$ cat src/rtl/ocmp_pkg.sv
package ocmp_pkg;
   typedef enum logic [2:0] {
      OC_OFF    = 3'b000,
      OC_ONE_HI = 3'b001,
      OC_ONE_LO = 3'b010,
      OC_TOG    = 3'b011,
      OC_DLY    = 3'b100,
      OC_CONT   = 3'b101,
      OC_PWM    = 3'b110,
      OC_PWMF   = 3'b111
   } oc_mode_e;

   function automatic logic is_pwm(oc_mode_e m);
      return (m == OC_PWM) || (m == OC_PWMF);
   endfunction
endpackage

$ cat src/rtl/ocmp_match.sv
module ocmp_match #(
   parameter int CNT_W = 16
) (
   input  logic             clk,
   input  logic             rst_n,
   input  logic [CNT_W-1:0] count_i,
   input  logic [CNT_W-1:0] ref_i,
   output logic             hit_o
);
   logic eq, eq_q;

   assign eq = (count_i == ref_i);

   always_ff @(posedge clk or negedge rst_n) begin
      if (!rst_n) eq_q <= 1'b0;
      else        eq_q <= eq;
   end

   // an event is the first cycle of equality
   assign hit_o = eq & ~eq_q;
endmodule

$ cat src/rtl/ocmp_fault.sv
module ocmp_fault (
   input  logic clk,
   input  logic rst_n,
   input  logic armed_i,
   input  logic wr_acc_i,
   input  logic fault_n_i,
   output logic force_low_o,
   output logic irq_o
);
   logic lat_q, samp_q, irq_q;

   always_ff @(posedge clk or negedge rst_n) begin
      if (!rst_n) begin
         lat_q  <= 1'b0;
         samp_q <= 1'b1;
         irq_q  <= 1'b0;
      end else begin
         samp_q <= fault_n_i;
         irq_q  <= armed_i & ~wr_acc_i & samp_q & ~fault_n_i;
         if (wr_acc_i)                  lat_q <= 1'b0;
         else if (armed_i & ~fault_n_i) lat_q <= 1'b1;
      end
   end

   // the live input term gives the shutdown without a clock edge
   assign force_low_o = armed_i & (lat_q | ~fault_n_i);
   assign irq_o       = irq_q;


   fault_hold_chk: assert property (@(posedge clk) disable iff (!rst_n)
      (armed_i && !wr_acc_i && !fault_n_i) |=> (force_low_o || !armed_i));
endmodule

$ cat src/rtl/ocmp_wave.sv
module ocmp_wave
   import ocmp_pkg::*;
#(
   parameter int CNT_W = 16
) (
   input  logic             clk,
   input  logic             rst_n,
   input  oc_mode_e         mode_q_i,
   input  oc_mode_e         new_mode_i,
   input  logic             wr_acc_i,
   input  logic [CNT_W-1:0] prim_i,
   input  logic [CNT_W-1:0] sec_i,
   input  logic             hit_p_i,
   input  logic             hit_s_i,
   input  logic             hit_d_i,
   input  logic             period_hit_i,
   output logic             pin_o,
   output logic [CNT_W-1:0] duty_o,
   output logic             irq_o
);
   logic             pin_q, pin_d;
   logic             done_q, done_d;
   logic [CNT_W-1:0] duty_q, duty_d;
   logic             irq_q, irq_d;
   logic             rise, fall;

   assign rise = pin_d & ~pin_q;
   assign fall = ~pin_d & pin_q;

   always_comb begin
      pin_d  = pin_q;
      done_d = done_q;
      duty_d = duty_q;
      irq_d  = 1'b0;
      if (wr_acc_i) begin
         done_d = 1'b0;
         duty_d = prim_i;
         unique case (new_mode_i)
            OC_ONE_LO:       pin_d = 1'b1;
            OC_TOG:          pin_d = pin_q;
            OC_PWM, OC_PWMF: pin_d = (prim_i != '0);
            default:         pin_d = 1'b0;
         endcase
      end else begin
         unique case (mode_q_i)
            OC_ONE_HI: if (!done_q && hit_p_i) begin pin_d = 1'b1; done_d = 1'b1; end
            OC_ONE_LO: if (!done_q && hit_p_i) begin pin_d = 1'b0; done_d = 1'b1; end
            OC_TOG:    if (hit_p_i) pin_d = ~pin_q;
            OC_DLY, OC_CONT: begin
               if (!done_q) begin
                  if (pin_q && hit_s_i) begin
                     pin_d  = 1'b0;
                     done_d = (mode_q_i == OC_DLY);
                  end else if (!pin_q && hit_p_i) begin
                     pin_d = 1'b1;
                  end
               end
            end
            OC_PWM, OC_PWMF: begin
               if (period_hit_i) begin
                  pin_d  = (sec_i != '0);
                  duty_d = sec_i;
               end else if (hit_d_i) begin
                  pin_d = 1'b0;
               end
            end
            default: ;
         endcase
         unique case (mode_q_i)
            OC_ONE_HI:       irq_d = rise;
            OC_ONE_LO:       irq_d = fall;
            OC_TOG:          irq_d = rise | fall;
            OC_DLY, OC_CONT: irq_d = fall;
            default:         irq_d = 1'b0;
         endcase
      end
   end

   always_ff @(posedge clk or negedge rst_n) begin
      if (!rst_n) begin
         pin_q  <= 1'b0;
         done_q <= 1'b0;
         duty_q <= '0;
         irq_q  <= 1'b0;
      end else begin
         pin_q  <= pin_d;
         done_q <= done_d;
         duty_q <= duty_d;
         irq_q  <= irq_d;
      end
   end

   assign pin_o  = pin_q;
   assign duty_o = duty_q;
   assign irq_o  = irq_q;


   oneshot_hold_chk: assert property (@(posedge clk) disable iff (!rst_n)
      ((mode_q_i == OC_ONE_HI || mode_q_i == OC_ONE_LO) && done_q && !wr_acc_i)
         |=> (pin_q == $past(pin_q)));

   toggle_irq_chk: assert property (@(posedge clk) disable iff (!rst_n)
      (mode_q_i == OC_TOG && !wr_acc_i) |=> (irq_q == (pin_q != $past(pin_q))));

   pwm_quiet_chk: assert property (@(posedge clk) disable iff (!rst_n)
      (mode_q_i == OC_PWM) |-> !irq_q);

   duty_load_chk: assert property (@(posedge clk) disable iff (!rst_n)
      (is_pwm(mode_q_i) && !wr_acc_i && !period_hit_i) |=> $stable(duty_q));
endmodule

$ cat src/rtl/ocmp_unit.sv
module ocmp_unit
   import ocmp_pkg::*;
#(
   parameter int CNT_W = 16
) (
   input  logic             clk,
   input  logic             rst_n,
   input  logic [2:0]       mode_i,
   input  logic             mode_wr_i,
   input  logic             timer_run_i,
   input  logic [CNT_W-1:0] count_i,
   input  logic             period_hit_i,
   input  logic [CNT_W-1:0] prim_i,
   input  logic [CNT_W-1:0] sec_i,
   input  logic             gpio_i,
   input  logic             fault_n_i,
   output logic             pin_o,
   output logic             irq_o,
   output logic             tmr_rst_o
);
   localparam int NCMP  = 3;
   localparam int IDX_P = 0;
   localparam int IDX_S = 1;
   localparam int IDX_D = 2;

   if (CNT_W < 2 || CNT_W > 32) begin : g_bad_width
      $error("ocmp_unit: CNT_W must be within 2..32");
   end

   oc_mode_e         mode_q;
   logic             wr_acc;
   logic [CNT_W-1:0] duty_w;
   logic [CNT_W-1:0] refs [NCMP];
   logic [NCMP-1:0]  hits;
   logic             wave_pin, wave_irq;
   logic             force_low, fault_irq;

   assign wr_acc = mode_wr_i & ~timer_run_i;

   always_ff @(posedge clk or negedge rst_n) begin
      if (!rst_n)      mode_q <= OC_OFF;
      else if (wr_acc) mode_q <= oc_mode_e'(mode_i);
   end

   assign refs[IDX_P] = prim_i;
   assign refs[IDX_S] = sec_i;
   assign refs[IDX_D] = duty_w;

   for (genvar g = 0; g < NCMP; g++) begin : g_cmp
      ocmp_match #(.CNT_W(CNT_W)) u_match (
         .clk    (clk),
         .rst_n  (rst_n),
         .count_i(count_i),
         .ref_i  (refs[g]),
         .hit_o  (hits[g])
      );
   end

   ocmp_wave #(.CNT_W(CNT_W)) u_wave (
      .clk         (clk),
      .rst_n       (rst_n),
      .mode_q_i    (mode_q),
      .new_mode_i  (oc_mode_e'(mode_i)),
      .wr_acc_i    (wr_acc),
      .prim_i      (prim_i),
      .sec_i       (sec_i),
      .hit_p_i     (hits[IDX_P]),
      .hit_s_i     (hits[IDX_S]),
      .hit_d_i     (hits[IDX_D]),
      .period_hit_i(period_hit_i),
      .pin_o       (wave_pin),
      .duty_o      (duty_w),
      .irq_o       (wave_irq)
   );

   ocmp_fault u_fault (
      .clk        (clk),
      .rst_n      (rst_n),
      .armed_i    (mode_q == OC_PWMF),
      .wr_acc_i   (wr_acc),
      .fault_n_i  (fault_n_i),
      .force_low_o(force_low),
      .irq_o      (fault_irq)
   );

   always_comb begin
      unique case (mode_q)
         OC_OFF:  pin_o = gpio_i;
         OC_PWMF: pin_o = wave_pin & ~force_low;
         default: pin_o = wave_pin;
      endcase
   end

   assign irq_o     = wave_irq | fault_irq;
   assign tmr_rst_o = is_pwm(mode_q) & period_hit_i;


   run_write_chk: assert property (@(posedge clk) disable iff (!rst_n)
      (mode_wr_i && timer_run_i) |=> $stable(mode_q));

   fault_pin_chk: assert property (@(posedge clk) disable iff (!rst_n)
      (mode_q == OC_PWMF && !fault_n_i) |-> !pin_o);

   restart_src_chk: assert property (@(posedge clk) disable iff (!rst_n)
      tmr_rst_o |-> period_hit_i);
endmodule

$ cat config.mk
export PLATFORM = sky130hd
export DESIGN_NAME = ocmp_unit
export DESIGN_NICKNAME = d
export VERILOG_FILES = /design/src/rtl/ocmp_pkg.sv /design/src/rtl/ocmp_match.sv /design/src/rtl/ocmp_fault.sv /design/src/rtl/ocmp_wave.sv /design/src/rtl/ocmp_unit.sv
export SDC_FILE = /design/constraint.sdc
export NUM_CORES = 1
export LEC_CHECK = 0
export BUFFER_PORTS_ARGS = -buffer_cell sky130_fd_sc_hd__buf_2
export CAP_MARGIN = 20
export CORE_AREA = 2 2 88 90
export CTS_CLUSTER_DIAMETER = 50
export CTS_CLUSTER_SIZE = 14
export DETAILED_ROUTE_END_ITERATION = 10
export DIE_AREA = 0 0 90 92
export MAX_ROUTING_LAYER = met4
export PLACE_DENSITY = 0.56
export SLEW_MARGIN = 20
export SYNTH_ARGS = -nofsm -noshare
export SYNTH_HDL_FRONTEND = slang
export SYNTH_SLANG_ARGS = --single-unit
$ cat constraint.sdc
create_clock -name clk -period 7.1 [get_ports clk]
set_input_delay 0.355 -clock clk [delete_from_list [all_inputs] [get_ports clk]]
set_output_delay 0.355 -clock clk [all_outputs]
set_load 0.03 [all_outputs]
== Yosys cells after proc, flatten, opt, wreduce, memory -nomap -nowiden ==
Cells that the tools add are included.

* Input port bits: 58
* Register bits: 28
* Logic and storage cells: 95

* Eq/ne operators: 15
* Bitwise operators: 25
* Mux-type cells: 24
* Reductions and logical operators: 20

{| class="wikitable"
|+ Operator list
! kind !! number
|-
| $eq A16 B16 Y1 || 3
|-
| $mux W16 || 3
|-
| $reduce_bool A16 Y1 || 2
|-
| $eq A3 B3 Y1 const B || 6
|-
| $mux W1 || 16
|-
| $and A1 B1 Y1 || 13
|-
| $eq A3 B2 Y1 const B || 4
|-
| $not A1 Y1 || 9
|-
| $reduce_or A2 Y1 || 4
|-
| $pmux W1 S3 || 2
|-
| $reduce_bool A2 Y1 || 3
|-
| $pmux W1 S5 || 1
|-
| $pmux W1 S2 || 2
|-
| $reduce_and A2 Y1 || 2
|-
| $eq A3 B1 Y1 const B || 1
|-
| $logic_and A1 B1 Y1 || 3
|-
| $logic_not A3 Y1 || 1
|-
| $ne A3 B1 Y1 const B || 1
|-
| $or A1 B1 Y1 || 3
|-
| $reduce_bool A3 Y1 || 1
|-
| $reduce_or A3 Y1 || 1
|-
| $logic_not A1 Y1 || 2
|-
| $logic_or A1 B1 Y1 || 1
|}

== Longest topological paths before layout ==
* Depth in word-level cells: 13
* Depth in mapped cells: 11
* Gate-level depth less buffers: 11

== Hierarchy ==
Synthesis repeated with hierarchy kept, for this count alone.

* Cell total of the unflattened synthesis: 213
* Area, all modules: 2030.7 µm²

{| class="wikitable"
|+ Modules (own cells, without submodules)
! module !! cells each !! times used !! sequential area each (µm²) !! area each (µm²)
|-
| ocmp_wave || 120 || 1 || 475.5 || 1118.6
|-
| ocmp_match || 23 || 3 || 25.0 || 209.0
|-
| ocmp_unit || 16 || 1 || 75.1 || 166.4
|-
| ocmp_fault || 8 || 1 || 76.3 || 118.9
|}

== Worst setup path before layout ==
No wires, ideal clock.

* Path type: input port to flip-flop
* Start point: in prim_i[5]
* End point: reg u_wave.irq_q (netlist: u_wave.irq_o)
* Slack: 4.750 ns
* Data arrival time: 2.284 ns
* Buffers on the path: 0
* Setup time: 0.066 ns
* Stages: 11
* Path through: xnor2_1 > nand4_1 > nor4_4 > and2_4 > a221oi_2 > o41ai_1 > ha_1 > nand2_1 > o21ai_0 > nor4b_1 > a41o_1

* Cells in the longest elaborated chain, start to end: 13
* Elaborated cells on any way between the ends: 20

{| class="wikitable"
|+ RTL lines
! element !! line !! source
|-
| start, declared || ocmp_unit.sv:13 || <nowiki>input logic [CNT_W-1:0] prim_i,</nowiki>
|-
| $eq A16 B16 Y1 (*) || ocmp_match.sv:12 || <nowiki>assign eq = (count_i == ref_i);</nowiki>
|-
| named net g_cmp[0].u_match.eq || ocmp_match.sv:10 || <nowiki>logic eq, eq_q;</nowiki>
|-
| $and A1 B1 Y1 (*) || ocmp_match.sv:20 || <nowiki>assign hit_o = eq & ~eq_q;</nowiki>
|-
| $logic_and A1 B1 Y1 || ocmp_wave.sv:54 || <nowiki>end else if (!pin_q && hit_p_i) begin</nowiki>
|-
| $mux W1 || ocmp_wave.sv:54 ||
|-
| $mux W1 || ocmp_wave.sv:51 || <nowiki>if (pin_q && hit_s_i) begin</nowiki>
|-
| $mux W1 || ocmp_wave.sv:50 || <nowiki>if (!done_q) begin</nowiki>
|-
| $pmux W1 S5 (*) || ocmp_wave.sv:45 || <nowiki>unique case (mode_q_i)</nowiki>
|-
| $mux W1 (*) || ocmp_wave.sv:35 || <nowiki>if (wr_acc_i) begin</nowiki>
|-
| $not A1 Y1 || ocmp_wave.sv:28 || <nowiki>assign fall = ~pin_d & pin_q;</nowiki>
|-
| $and A1 B1 Y1 || ocmp_wave.sv:28 ||
|-
| $or A1 B1 Y1 || ocmp_wave.sv:72 || <nowiki>OC_TOG: irq_d = rise | fall;</nowiki>
|-
| $pmux W1 S3 (*) || ocmp_wave.sv:69 || <nowiki>unique case (mode_q_i)</nowiki>
|-
| $mux W1 (*) || ocmp_wave.sv:35 ||
|-
| named net u_wave.irq_d || ocmp_wave.sv:24 || <nowiki>logic irq_q, irq_d;</nowiki>
|-
| end signal, assigned || ocmp_wave.sv:89 || <nowiki>irq_q <= irq_d;</nowiki>
|-
| end, declared || ocmp_wave.sv:24 ||
|}

The timed path passes the listed nets; every way through them passes the cells marked *.
A chain may end at the register's enable or synchronous reset.

== Worst setup path after layout ==
* Start point: reg u_wave.duty_q[9] (netlist: u_wave.duty_o[9])
* End point: reg u_wave.irq_q (netlist: u_wave.irq_o)

* Cells in the longest elaborated chain, start to end: 11
* Elaborated cells on any way between the ends: 12

{| class="wikitable"
|+ RTL lines
! element !! line !! source
|-
| start, declared || ocmp_wave.sv:23 || <nowiki>logic [CNT_W-1:0] duty_q, duty_d;</nowiki>
|-
| start signal, assigned || ocmp_wave.sv:88 || <nowiki>duty_q <= duty_d;</nowiki>
|-
| $eq A16 B16 Y1 (*) || ocmp_match.sv:12 ||
|-
| named net g_cmp[2].u_match.eq || ocmp_match.sv:10 ||
|-
| $and A1 B1 Y1 (*) || ocmp_match.sv:20 ||
|-
| $mux W1 (*) || ocmp_wave.sv:63 || <nowiki>end else if (hit_d_i) begin</nowiki>
|-
| $mux W1 (*) || ocmp_wave.sv:60 || <nowiki>if (period_hit_i) begin</nowiki>
|-
| $pmux W1 S5 (*) || ocmp_wave.sv:45 ||
|-
| $mux W1 (*) || ocmp_wave.sv:35 ||
|-
| $not A1 Y1 || ocmp_wave.sv:28 ||
|-
| $and A1 B1 Y1 || ocmp_wave.sv:28 ||
|-
| $or A1 B1 Y1 || ocmp_wave.sv:72 ||
|-
| $pmux W1 S3 (*) || ocmp_wave.sv:69 ||
|-
| $mux W1 (*) || ocmp_wave.sv:35 ||
|-
| named net u_wave.irq_d || ocmp_wave.sv:24 ||
|}

Marked as above.

==> summary.md <==
| Metric | Value |
|---|---|
| Reg-to-reg setup timing slack | `4.47 ns` |
| Area after DPL | `0.00242 mm2` |
| DIE AREA | `0.00828 mm2` |
| Pre-Repair DR Iteration Count | `5` |
| Synthesized cell area | `0.00202 mm2` |
| Period utilization | `37.1%` |
| CTS clk-pin slew, worst paths | `0.11 ns` |
| Dpl hpwl | `4780 um` |
| First-pass GRT wire length | `9940 um` |
| TritonCTS Sinks | `28` |
| Arr. time, crit path | `2.85 ns` |
| Prevailing post-synth register cell | `dfrtp_1` |
| Routed WL | `6000 um` |
| Synth top area share | `33.5%` |
| Avg WL per Cell | `15.9 um` |
| Hold buffers post-CTS | `0` |
| VDD IR-drop max | `0.0748 mV` |
| Fraction of layout cells with a size suffix above 1 | `27.2%` |
| Max cap viols | `0` |
| Row count | `32` |
| RD Place Congestion | `0.862` |
| Syn Nets | `279` |
| Top fanout value on the critical path | `3` |
| CP Capture Type | `flip-flop` |
| Flops & latches, synth | `28` |
| Post-CTS setup buffer count | `0` |
| Placed Cells | `374` |
| FF+latch area | `702 um2` |
| Routed via count | `1853` |
| Synth-to-Final Area Change | `22.8%` |
| Setup total negative slack | `0 ns` |
| Gr ovfl total | `0` |
| Die Ht | `92 um` |
| Final hold vios | `0` |
| Worst flop-to-flop path startpoint | `u_wave.duty_o[9]$_DFFE_PN0P_` |
| Setup crit end | `u_wave.irq_o$_DFF_PN0_` |
| Largest net degree at the start of global routing | `42` |
| Fin util | `33.2%` |
| Met1 Use GR | `22.1%` |
| Pwr per Cell Area | `178 mW/mm2` |
| Status | `completed` |
| Final instance area | `0.00248 mm2` |
| GR Util All Layers | `15.5%` |
| EDFF count, synth | `0` |
| RSZ-0062 raised after global routing | `false` |
| Distinct cell type count after synthesis | `38` |
| Grt met3 use | `1.73%` |
| Cell count after synthesis | `220` |
| Setup crit start | `u_wave.duty_o[9]$_DFFE_PN0P_` |
| Filler cell count | `839` |
| Worst reg2reg path depth | `11` |
| Sequential share of the synthesized area | `34.8%` |
| Worst Skew | `0.00947 ns` |
| Class of the worst hold path | `in2async` |
| Reg-to-reg endpoint | `u_wave.irq_o$_DFF_PN0_` |
| Rel. slew slack | `54.8%` |
| Initial detailed-routing violation count | `156` |
| YS warnings | `0` |
| Chip width | `90 um` |
| FFs w/ async S/R, synth | `100%` |
| Final min period | `2.63 ns` |
| Initial antenna violation count | `0` |
| Ant diodes | `0` |
| Number of port buffers | `60` |
| Max Buffers Root-to-Sink | `2` |
| PostCTS Resize Cnt | `0` |
| Initial core utilization | `27.1%` |
| Vias in the first global route | `1912` |
| Count leader, synth | `xnor2_1` |
| Non-filler cells, final | `378` |
| Max Clk Rate | `380 MHz` |
| Placeable core area | `0.00745 mm2` |
| Worst-margin pin slew | `0.679 ns` |
| TritonCTS clock tree | `built` |
| Io pins | `61` |
| Vias per cell | `4.90` |
| CTS root buf | `clkbuf_8` |
| # DRC | `0` |
| Clock Latency Late Sink | `0.28 ns` |
| Final hold slack | `0.104 ns` |
| Worst EP required | `7.32 ns` |
| CTS buffer count | `3` |
| ANT nets after route | `0` |
| Leading post-synthesis cells by instance count | `xnor2_1, dfrtp_1, nand2_1` |
| Multi-input gate area | `0.00125 mm2` |
| Number of H-tree levels | `1` |
| Nets | `336` |
| Cell type with the largest total area after synthesis | `dfrtp_1` |
| Fin. max-slew vios | `0` |
| Crit Path Class | `reg2reg` |
| Worst setup SP type | `flip-flop` |
| Final setup vio count | `0` |
| Global Route met2 Usage | `23.8%` |
| Syn_area_per_cell | `9.17 um2` |
| Leak | `1.11 nW` |
| Top Usage Layer GRT | `met2` |
| Dominant cells by area after synthesis | `dfrtp_1, xnor2_1, mux2i_1` |
[critical path, cell delays in order, from the launching register on]
cell and delay, ns:
dfrtp_1 0.41, xnor2_1 0.22, nand4_1 0.17, nor4_1 0.38, a211oi_1 0.14, a211oi_2 0.28
o41ai_1 0.13, ha_1 0.30, nand2_1 0.06, o21ai_0 0.08, nor4b_1 0.27, a41o_1 0.13
[cell type report]
type	count	area share, %
Multi-Input combinational cell	175	50.5
Sequential cell	28	28.3
Timing Repair Buffer	62	12.7
Tap cell	102	5.15
Clock buffer	4	2.22
Inverter	7	1.06
[registers in the layout, indices dropped and copies added, names as in the netlist]
register / flops
u_fault.lat_q: 1
g_cmp.u_match.eq_q: 3
u_wave.done_q: 1
u_wave.duty_o: 16
u_wave.pin_o: 1
u_fault.irq_o: 1
u_wave.irq_o: 1
u_fault.samp_q: 1
mode_q: 3
[per-stage QoR]
step                total power [W]  worst slack [ns]
floorplan                  0.000283              4.75
global placement           0.000337              4.34
detailed placement         0.000340              4.32
CTS                        0.000445              4.47
global route               0.000470              4.19
finish                     0.000442              4.47
[cell usage in the layout, fill, tap and decap left out]
cell type  synthesis  final
nand3b_1           1      1
nor3_1             1      1
or3_1              1      1
a211oi_2           1      1
a41o_1             1      1
a211o_1            1      1
ha_1               1      1
and4_1             1      1
or2_2              1      1
nand2b_1           1      1
o211ai_1           2      2
buf_4              0      2
and2_4             1      1
and3_1             1      1
o21bai_1           1      1
mux2_2             1      1
nand3_1            3      3
dfstp_2            1      1
nor2b_2            0      1
a211oi_1           1      1
o21ai_0           19     19
inv_1              7      7
nor4_1             7      7
nor2_1             9      9
nor4_2             1      1
a31oi_1            2      2
nand4_1           15     15
buf_2              3     60
mux2i_1           17     17
o41ai_1            2      2
nor4_4             1      1
nand2_1           26     26
a2bb2oi_1          1      1
dfrtp_1           27     27
a221oi_2           1      1
xnor2_1           48     48
clkbuf_8           0      4
nor4b_1            5      5
[kinds of logic (layout without fill, tap and decap cells)]
logic type               count (synthesis)  after routing  synth area share, %
XOR/XNOR                                48             48                 20.8
buffers and inverters                   17             73                 3.35
AND/OR/NAND/NOR                         76             76                 21.0
AO/OA/AOI/OAI                           32             32                 10.4
adder cells (fa/ha/maj)                  1              1                0.620
multiplexers                            18             18                 8.99
flip-flops                              28             28                 34.8
[layer usage]
| layer | vias to the layer above | wire [um] |
|---|---|---|
| met3 | 6 | 396 |
| met1 | 875 | 2840 |
| met4 | 0 | 74 |
| met5 | - | 0 |
| met2 | 78 | 2690 |
| li1 | 894 | - |
[where the power goes]
group	internal, W	leakage (nW)	switching [W]
registers	0.000179	0.354	0.0000216
logic	0.0000639	0.729	0.0000727
clock network	0.0000498	0.0288	0.0000550
total	0.000292	1.11	0.000149
[worst min-delay path by stage]
stage | depth (start not counted) | end | slack (ns) | start
finish | 1 | g_cmp[0].u_match.eq_q$_DFF_PN0_ | 0.10 | rst_n
global route | 1 | g_cmp[1].u_match.eq_q$_DFF_PN0_ | 0.16 | rst_n
CTS | 1 | u_wave.duty_o[6]$_DFFE_PN0P_ | 0.13 | rst_n
detailed placement | 1 | mode_q[1]$_DFFE_PN0P_ | 0.44 | rst_n
global placement | 1 | mode_q[1]$_DFFE_PN0P_ | 0.44 | rst_n
floorplan | 0 | g_cmp[0].u_match.eq_q$_DFF_PN0_ | 0.06 | rst_n
(Power assumes the default switching activity.)
